File: config.mk
export PLATFORM = sky130hd
export DESIGN_NAME = vpic_top
export DESIGN_NICKNAME = d
export VERILOG_FILES = /design/src/rtl/vpic_pkg.sv /design/src/rtl/vpic_src.sv /design/src/rtl/vpic_arb.sv /design/src/rtl/vpic_isr.sv /design/src/rtl/vpic_top.sv
export SDC_FILE = /design/constraint.sdc
export NUM_CORES = 1
export LEC_CHECK = 0
export CAP_MARGIN = 10
export CORE_MARGIN = 3
export CORE_UTILIZATION = 55
export CTS_CLUSTER_SIZE = 40
export DETAILED_ROUTE_END_ITERATION = 6
export PLACE_DENSITY = 0.76
export SETUP_SLACK_MARGIN = 0.15
export SYNTH_ARGS = -nofsm -noshare
export SYNTH_HDL_FRONTEND = slang
export SYNTH_SLANG_ARGS = --single-unit
File: constraint.sdc
create_clock -name clk_i -period 62.9 [get_ports clk_i]
set_clock_uncertainty 0.05 [all_clocks]
set_input_delay 18.87 -clock clk_i [delete_from_list [all_inputs] [get_ports clk_i]]
set_output_delay 18.87 -clock clk_i [all_outputs]
set_load 0.02 [all_outputs]
File: src/rtl/vpic_pkg.sv
package vpic_pkg;
  localparam int unsigned PRIO_W = 4;
  localparam int unsigned VEC_W  = 8;
  localparam int unsigned DATA_W = 32;
  localparam int unsigned ADDR_W = 6;

  typedef logic [PRIO_W-1:0] prio_t;
  typedef logic [VEC_W-1:0]  vec_t;

  typedef struct packed {
    logic  mask;
    logic  sense;
    logic  pol;
    prio_t prio;
    vec_t  vec;
  } src_cfg_t;

  localparam src_cfg_t CFG_RST = '{mask: 1'b1, sense: 1'b0, pol: 1'b0, prio: '0, vec: '0};

  localparam logic [ADDR_W-1:0] A_CFG  = 6'h00;
  localparam logic [ADDR_W-1:0] A_FEAT = 6'h01;
  localparam logic [ADDR_W-1:0] A_SPUR = 6'h02;
  localparam logic [ADDR_W-1:0] A_TPR  = 6'h03;
  localparam logic [ADDR_W-1:0] A_ACK  = 6'h04;
  localparam logic [ADDR_W-1:0] A_EOI  = 6'h05;
  localparam logic [ADDR_W-1:0] A_SRC  = 6'h10;

  localparam int unsigned B_MASK  = 31;
  localparam int unsigned B_ACT   = 30;
  localparam int unsigned B_SENSE = 17;
  localparam int unsigned B_POL   = 16;
  localparam int unsigned B_PRIO  = 8;

  localparam logic [3:0] VERSION = 4'd2;
endpackage

File: src/rtl/vpic_src.sv
module vpic_src
  import vpic_pkg::*;
(
  input  logic     clk_i,
  input  logic     rst_ni,
  input  logic     clr_i,
  input  logic     src_i,
  input  logic     cfg_we_i,
  input  src_cfg_t cfg_i,
  input  logic     dst_we_i,
  input  logic     dst_i,
  input  logic     ack_i,
  output src_cfg_t cfg_o,
  output logic     dst_o,
  output logic     pend_o
);
  logic prev_q, edge_q, at_lvl, edge_hit;

  assign at_lvl   = (src_i == cfg_o.pol);
  assign edge_hit = at_lvl & (src_i != prev_q);
  // level follows the pin, edge uses the latch
  assign pend_o   = ~cfg_o.mask & (cfg_o.sense ? at_lvl : edge_q);

  always_ff @(posedge clk_i or negedge rst_ni) begin
    if (!rst_ni) begin
      cfg_o  <= CFG_RST;
      dst_o  <= 1'b0;
      prev_q <= 1'b0;
      edge_q <= 1'b0;
    end else if (clr_i) begin
      cfg_o  <= CFG_RST;
      dst_o  <= 1'b0;
      prev_q <= 1'b0;
      edge_q <= 1'b0;
    end else begin
      prev_q <= src_i;
      // latch dropped while masked so the activity bit can settle
      edge_q <= (cfg_o.mask | cfg_o.sense) ? 1'b0 : ((edge_q & ~ack_i) | edge_hit);
      if (cfg_we_i) cfg_o <= cfg_i;
      if (dst_we_i) dst_o <= dst_i;
    end
  end
endmodule

File: src/rtl/vpic_arb.sv
module vpic_arb
  import vpic_pkg::*;
#(
  parameter int unsigned NUM_SRC = 16,
  localparam int unsigned IDX_W = (NUM_SRC > 1) ? $clog2(NUM_SRC) : 1
) (
  input  logic [NUM_SRC-1:0]  pend_i,
  input  logic [NUM_SRC-1:0]  dst_i,
  input  prio_t [NUM_SRC-1:0] prio_i,
  output logic                win_vld_o,
  output logic [IDX_W-1:0]    win_idx_o,
  output prio_t               win_prio_o
);
  // strict compare keeps the lower index on ties; priority 0 never wins
  always_comb begin
    logic             vld;
    logic [IDX_W-1:0] idx;
    prio_t            best;
    vld  = 1'b0;
    idx  = '0;
    best = '0;
    for (int i = 0; i < NUM_SRC; i++) begin
      if (pend_i[i] && dst_i[i] && (prio_i[i] > best)) begin
        vld  = 1'b1;
        idx  = IDX_W'(i);
        best = prio_i[i];
      end
    end
    win_vld_o  = vld;
    win_idx_o  = idx;
    win_prio_o = best;
  end
endmodule

File: src/rtl/vpic_isr.sv
module vpic_isr
  import vpic_pkg::*;
#(
  parameter int unsigned NUM_SRC = 16,
  localparam int unsigned IDX_W = (NUM_SRC > 1) ? $clog2(NUM_SRC) : 1
) (
  input  logic                clk_i,
  input  logic                rst_ni,
  input  logic                clr_i,
  input  logic                set_i,
  input  logic [IDX_W-1:0]    set_idx_i,
  input  logic                eoi_i,
  input  prio_t [NUM_SRC-1:0] prio_i,
  output logic [NUM_SRC-1:0]  isr_o,
  output prio_t               top_prio_o
);
  logic             any;
  logic [IDX_W-1:0] top_idx;

  // most urgent in-service entry, lower index on ties
  always_comb begin
    any        = 1'b0;
    top_idx    = '0;
    top_prio_o = '0;
    for (int i = 0; i < NUM_SRC; i++) begin
      if (isr_o[i] && (!any || (prio_i[i] > top_prio_o))) begin
        any        = 1'b1;
        top_idx    = IDX_W'(i);
        top_prio_o = prio_i[i];
      end
    end
  end

  always_ff @(posedge clk_i or negedge rst_ni) begin
    if (!rst_ni) begin
      isr_o <= '0;
    end else if (clr_i) begin
      isr_o <= '0;
    end else begin
      if (eoi_i && any) isr_o[top_idx] <= 1'b0;
      if (set_i)        isr_o[set_idx_i] <= 1'b1;
    end
  end
endmodule

File: src/rtl/vpic_top.sv
module vpic_top
  import vpic_pkg::*;
#(
  parameter int unsigned NUM_SRC    = 16,
  parameter int unsigned RST_CYCLES = 4,
  parameter logic [7:0]  SPUR_RST   = 8'hFF
) (
  input  logic               clk_i,
  input  logic               rst_ni,
  input  logic [NUM_SRC-1:0] src_i,
  input  logic               bus_req_i,
  input  logic               bus_we_i,
  input  logic [ADDR_W-1:0]  bus_addr_i,
  input  logic [DATA_W-1:0]  bus_wdata_i,
  output logic [DATA_W-1:0]  bus_rdata_o,
  output logic               irq_o
);
  localparam int unsigned IDX_W = (NUM_SRC > 1) ? $clog2(NUM_SRC) : 1;
  localparam int unsigned CNT_W = $clog2(RST_CYCLES + 1);
  localparam logic [ADDR_W-1:0] SRC_END = A_SRC + ADDR_W'(2 * NUM_SRC);

  logic                rd, wr, busy, src_hit, deliver, ack_take, eoi;
  logic [CNT_W-1:0]    rcnt_q;
  prio_t               tpr_q, isr_top, win_prio;
  vec_t                spur_q;
  logic [ADDR_W-1:0]   src_off;
  logic [IDX_W-1:0]    sel_idx, win_idx;
  logic                win_vld;
  src_cfg_t            cfg_wr;
  src_cfg_t            cfg [NUM_SRC];
  logic [DATA_W-1:0]   vp_rd [NUM_SRC];
  logic [NUM_SRC-1:0]  dst, pend, isr_vec;
  prio_t [NUM_SRC-1:0] prio_all;

  assign rd      = bus_req_i & ~bus_we_i;
  assign wr      = bus_req_i & bus_we_i;
  assign busy    = (rcnt_q != '0);
  assign src_hit = (bus_addr_i >= A_SRC) && (bus_addr_i < SRC_END);
  assign src_off = bus_addr_i - A_SRC;
  assign sel_idx = src_off[IDX_W:1];

  always_comb begin
    cfg_wr.mask  = bus_wdata_i[B_MASK];
    cfg_wr.sense = bus_wdata_i[B_SENSE];
    cfg_wr.pol   = bus_wdata_i[B_POL];
    cfg_wr.prio  = bus_wdata_i[B_PRIO +: PRIO_W];
    cfg_wr.vec   = bus_wdata_i[VEC_W-1:0];
  end

  for (genvar g = 0; g < NUM_SRC; g++) begin : g_src
    logic sel;
    assign sel = wr & ~busy & src_hit & (sel_idx == IDX_W'(g));
    vpic_src u_src (
      .clk_i    (clk_i),
      .rst_ni   (rst_ni),
      .clr_i    (busy),
      .src_i    (src_i[g]),
      .cfg_we_i (sel & ~bus_addr_i[0]),
      .cfg_i    (cfg_wr),
      .dst_we_i (sel & bus_addr_i[0]),
      .dst_i    (bus_wdata_i[0]),
      .ack_i    (ack_take && (win_idx == IDX_W'(g))),
      .cfg_o    (cfg[g]),
      .dst_o    (dst[g]),
      .pend_o   (pend[g])
    );
    assign prio_all[g] = cfg[g].prio;
    assign vp_rd[g] = {cfg[g].mask, pend[g] | isr_vec[g], 12'b0, cfg[g].sense, cfg[g].pol,
                       4'b0, cfg[g].prio, cfg[g].vec};
  end

  vpic_arb #(.NUM_SRC(NUM_SRC)) u_arb (
    .pend_i     (pend),
    .dst_i      (dst),
    .prio_i     (prio_all),
    .win_vld_o  (win_vld),
    .win_idx_o  (win_idx),
    .win_prio_o (win_prio)
  );

  // must beat task priority and everything in service
  assign deliver  = ~busy & win_vld & (win_prio > tpr_q) & (win_prio > isr_top);
  assign irq_o    = deliver;
  assign ack_take = rd & (bus_addr_i == A_ACK) & deliver;
  assign eoi      = wr & (bus_addr_i == A_EOI) & ~busy;

  vpic_isr #(.NUM_SRC(NUM_SRC)) u_isr (
    .clk_i      (clk_i),
    .rst_ni     (rst_ni),
    .clr_i      (busy),
    .set_i      (ack_take),
    .set_idx_i  (win_idx),
    .eoi_i      (eoi),
    .prio_i     (prio_all),
    .isr_o      (isr_vec),
    .top_prio_o (isr_top)
  );

  always_ff @(posedge clk_i or negedge rst_ni) begin
    if (!rst_ni) begin
      rcnt_q <= '0;
      tpr_q  <= '1;
      spur_q <= SPUR_RST;
    end else if (busy) begin
      rcnt_q <= rcnt_q - 1'b1;
      tpr_q  <= '1;
      spur_q <= SPUR_RST;
    end else begin
      if (wr && (bus_addr_i == A_CFG) && bus_wdata_i[0]) rcnt_q <= CNT_W'(RST_CYCLES);
      if (wr && (bus_addr_i == A_TPR))  tpr_q  <= bus_wdata_i[PRIO_W-1:0];
      if (wr && (bus_addr_i == A_SPUR)) spur_q <= bus_wdata_i[VEC_W-1:0];
    end
  end

  always_comb begin
    bus_rdata_o = '0;
    if (src_hit) begin
      if (bus_addr_i[0]) bus_rdata_o = {31'b0, dst[sel_idx]};
      else               bus_rdata_o = vp_rd[sel_idx];
    end else begin
      case (bus_addr_i)
        A_CFG:   bus_rdata_o = {31'b0, busy};
        A_FEAT:  bus_rdata_o = {12'b0, VERSION, 8'd0, 8'(NUM_SRC - 1)};
        A_SPUR:  bus_rdata_o = {24'b0, spur_q};
        A_TPR:   bus_rdata_o = {28'b0, tpr_q};
        A_ACK:   bus_rdata_o = {24'b0, deliver ? cfg[win_idx].vec : spur_q};
        default: bus_rdata_o = '0;
      endcase
    end
  end
endmodule

==> impl_metrics.env <==
export IMPL_finalCritPeriodShare_pct=98.1
export IMPL_wl_per_cell_um=24.7
export IMPL_cts_sinks=319
export IMPL_hold_end="g_src[9].u_src.cfg_o[14]$_DFFE_PN1P_"
export IMPL_finalMaxSlewViolations=0
export IMPL_vias=22000
export IMPL_path_delay_family="compound AO/OA/AOI/OAI gates"
export IMPL_min_period_ns=61.67
export IMPL_routabilityCongestion=0.971
export IMPL_wirelength_um=81000
export IMPL_firstDrtPassIters=6
export IMPL_max_cap_violations=0
export IMPL_chipWidth_um=210
export IMPL_setup_ws_ns=1.23
export IMPL_tightest_slew_ns=1.20
export IMPL_p_sw_mw=0.142
export IMPL_syn_to_final_growth_pct=12.1
export IMPL_ant_nets=0
export IMPL_syn_area_per_cell_sq_um=8.53
export IMPL_top_layer="met4"
export IMPL_io_buffers=57
export IMPL_start_util_pct=56.0
export IMPL_startpoint_type="primary input"
export IMPL_rows=74
export IMPL_cts_root_buffer="clkbuf_16"
export IMPL_clk_pin_slew_ns=0.06
export IMPL_rsz0062_at_grt="false"
export IMPL_finalSetupViolCount=0
export IMPL_p_leak_nw=10.5
export IMPL_grt_pass1_wl_um=124000
export IMPL_cpMaxStageDelayCell="or4_4"
export IMPL_rrSetupSlack_ns=32.09
export IMPL_synth_cell_types=107
export IMPL_synth_top_family_by_area="simple AND/OR/NAND/NOR gates"
export IMPL_yosysWarnings=0
export IMPL_die_y_um=210
export IMPL_dieArea_sq_um=44300
export IMPL_critPathBufInv=15
export IMPL_holdBufCountCts=0
export IMPL_synth_edf_count=0
export IMPL_crit_cells=124
export IMPL_hold_path_depth=2
export IMPL_htreeDepth=2
export IMPL_crit_type="primary input to output port"
export IMPL_slew_headroom_pct=20.2
export IMPL_hold_violations=0
export IMPL_hold_class="register to register"
export IMPL_worst_ir_drop_vdd_uv=25.3
export IMPL_dr_wl_met3_um=8080
export IMPL_dp_cells=3199
export IMPL_yosys_mux_area_fraction_pct=13.8
export IMPL_drt_met1_wl_um=31000
export IMPL_synth_fa_ha_area_share_pct=6.59
export IMPL_synth_cells=2694
export IMPL_antenna_found_initial=0
export IMPL_crit_top_cell="o21a_1"
export IMPL_pwr_share_seq_pct=42.8
export IMPL_yosys_area_share_simple_pct=20.7
export IMPL_status="finished clean"
export IMPL_comb_power_share_pct=12.7
export IMPL_syn_area_sq_um=23000
export IMPL_swShare_pct=28.8
export IMPL_worstSetupEndpointType="output port"
export IMPL_dpl_worst_slack_ns=-0.555
export IMPL_grt_pass1_vias=21400
export IMPL_dpl_cell_area_sq_um=24100
export IMPL_synth_xor_area_share_pct=0.610
export IMPL_clkPwrFrac_pct=44.5
export IMPL_ys_seq_area_share_pct=34.9
export IMPL_num_antenna_cells=0
export IMPL_r2r_end="g_src[12].u_src.edge_q$_DFF_PN0_"
export IMPL_cts_tree="yes"
export IMPL_layout_nets=2903
export IMPL_dr_wl_met2_um=37500
export IMPL_async_reset_ff_share_pct=100
export IMPL_r2r_start="u_isr.isr_o[0]$_DFF_PN0_"
export IMPL_crit_arrival_ns=42.75
export IMPL_clockBufferDepth=3
export IMPL_numCtsBuffers=35
export IMPL_synth_ff_type="dfrtp_1"
export IMPL_critPathMaxFanout=9
export IMPL_required_ns=43.98
export IMPL_fmax_mhz=16.2
export IMPL_setup_tns_ns=0
export IMPL_critPathMaxStageDelay_ns=0.56
export IMPL_power_density_nw_per_um2=19.1
export IMPL_drc=0
export IMPL_rr_worst_depth=128
export IMPL_avgViaCountPerCell=6.69
export IMPL_final_area_sq_um=25800
export IMPL_min_from="g_src[9].u_src.cfg_o[14]$_DFFE_PN1P_"
export IMPL_synth_compound_area_share_pct=18.5
export IMPL_synth_seq_cells=319
export IMPL_core_sq_um=41000
export IMPL_layout_cells_non_filler=3283
export IMPL_grt_util_all_layers_pct=36.1
export IMPL_drive_above_1_share_pct=14.8
export IMPL_grt_ovfl_total=0
export IMPL_clock_insertion_delay_worst_skew_ns=0.56
export IMPL_io_pins=91
export IMPL_hpwl_um=56900
export IMPL_grt_max_degree=192
export IMPL_internal_power_mw=0.351
export IMPL_dr_first_iter_drc_count=2852
-- through the flow --
| stage | utilization (%) | power [mW] | hold slack [ns] |
|---|---|---|---|
| finish | 62.8 | 0.493 | 0.447 |
| detailed placement | 58.9 | 0.275 | 0.442 |
| CTS | 61.9 | 0.491 | 0.451 |
| global placement | 58.9 | 0.274 | 0.435 |
| global route | 62.8 | 0.505 | 0.469 |
| floorplan | - | 0.255 | 0.413 |
-- flip-flops by register name, summed over array words and instances (netlist names) --
register / flops
g_src.u_src.cfg_o: 240
g_src.u_src.dst_o: 16
g_src.u_src.edge_q: 16
g_src.u_src.prev_q: 16
u_isr.isr_o: 16
spur_q: 8
tpr_q: 4
rcnt_q: 3
-- per-layer routing --
metal | track usage (%) | vias to the layer above
met5 | 0 | -
met4 | 17.1 | 0
met3 | 4.99 | 267
met2 | 58.3 | 1336
met1 | 48.5 | 10700
li1 | - | 9657
-- cell type report --
| class | instances | area (sq um) |
|---|---|---|
| Sequential cell | 319 | 8020 |
| Fill cell | 3411 | 15300 |
| Clock buffer | 52 | 1020 |
| Multi-Input combinational cell | 2125 | 14200 |
| Clock inverter | 12 | 189 |
| Timing Repair Buffer | 149 | 1280 |
| Tap cell | 532 | 666 |
| Inverter | 94 | 363 |
-- worst max-delay path by stage --
| stage | from | endpoint | slack, ns |
|---|---|---|---|
| floorplan | src_i[0] | bus_rdata_o[7] | 0.15 |
| global placement | src_i[0] | bus_rdata_o[2] | 0.18 |
| detailed placement | src_i[0] | bus_rdata_o[2] | -0.56 |
| CTS | src_i[0] | bus_rdata_o[5] | 0.17 |
| global route | src_i[0] | bus_rdata_o[2] | 0.06 |
| finish | src_i[0] | bus_rdata_o[2] | 1.23 |
-- logic make-up after synthesis --
group,Yosys count
other cells,1
fa+ha+maj,121
buf+inv,266
flops,319
xor+xnor,16
mux,208
simple gates,1096
compound gates,667
-- synth_stat cells (21+ instances only) --
cell	number	area (sq um)
inv_1	92	345
nor2_1	165	619
mux4_2	81	1820
dfrtp_1	291	7280
nand3_1	57	285
ha_1	121	1510
clkbuf_1	132	495
and2_1	32	200
nand2_1	666	2500
o21ai_0	79	395
mux2i_1	89	891
nor3_1	21	105
dfstp_2	28	736
mux2_2	30	338
a21oi_1	315	1580
o21a_1	35	263
nor2b_1	35	219
nand4_1	31	194
-- cell usage in the layout (no fill, tap or decap), types with 13 or more instances in the layout --
| cell type | netlist | routed |
|---|---|---|
| a211oi_1 | 18 | 18 |
| a21o_1 | 14 | 14 |
| a21oi_1 | 315 | 307 |
| a31oi_1 | 14 | 14 |
| and2_1 | 32 | 32 |
| buf_4 | 16 | 90 |
| clkbuf_16 | 0 | 36 |
| clkdlybuf4s50_1 | 0 | 45 |
| conb_1 | 1 | 16 |
| dfrtp_1 | 291 | 291 |
| dfstp_2 | 28 | 28 |
| ha_1 | 121 | 119 |
| inv_1 | 92 | 91 |
| mux2_2 | 30 | 28 |
| mux2i_1 | 89 | 86 |
| mux4_2 | 81 | 81 |
| nand2_1 | 666 | 663 |
| nand2b_1 | 14 | 13 |
| nand3_1 | 57 | 57 |
| nand4_1 | 31 | 31 |
| nor2_1 | 165 | 160 |
| nor2b_1 | 35 | 33 |
| nor3_1 | 21 | 20 |
| nor4_1 | 16 | 15 |
| o2111ai_2 | 1 | 13 |
| o211ai_1 | 16 | 16 |
| o21a_1 | 35 | 35 |
| o21ai_0 | 79 | 77 |
| or2_2 | 17 | 17 |
| xnor2_1 | 16 | 16 |
-- power by group through the flow --
stage          Combinational (mW)  Clock, mW  Sequential (mW)
6_report                   0.0626      0.219            0.211
5_1_grt                    0.0662      0.228            0.211
4_1_cts                    0.0611      0.220            0.211
3_5_place_dp               0.0609          0            0.214
3_3_place_gp               0.0599          0            0.214
2_1_floorplan              0.0407          0            0.214
-- tightest hold or removal path, cell delays in order, from the launching register on --
cell	delay, ns
dfstp_2	0.38
nand2_1	0.05
nand3_1	0.06
-- repair_timing --
action | 4_1_cts | 5_1_grt
endpoints found under the setup margin | 8 | 9
gates cloned | 0 | 1
gates resized for setup | 15 | 63
pin swaps | 2 | 13
setup buffers | 4 | 15
No activity file was read; power rests on OpenSTA's default activity.
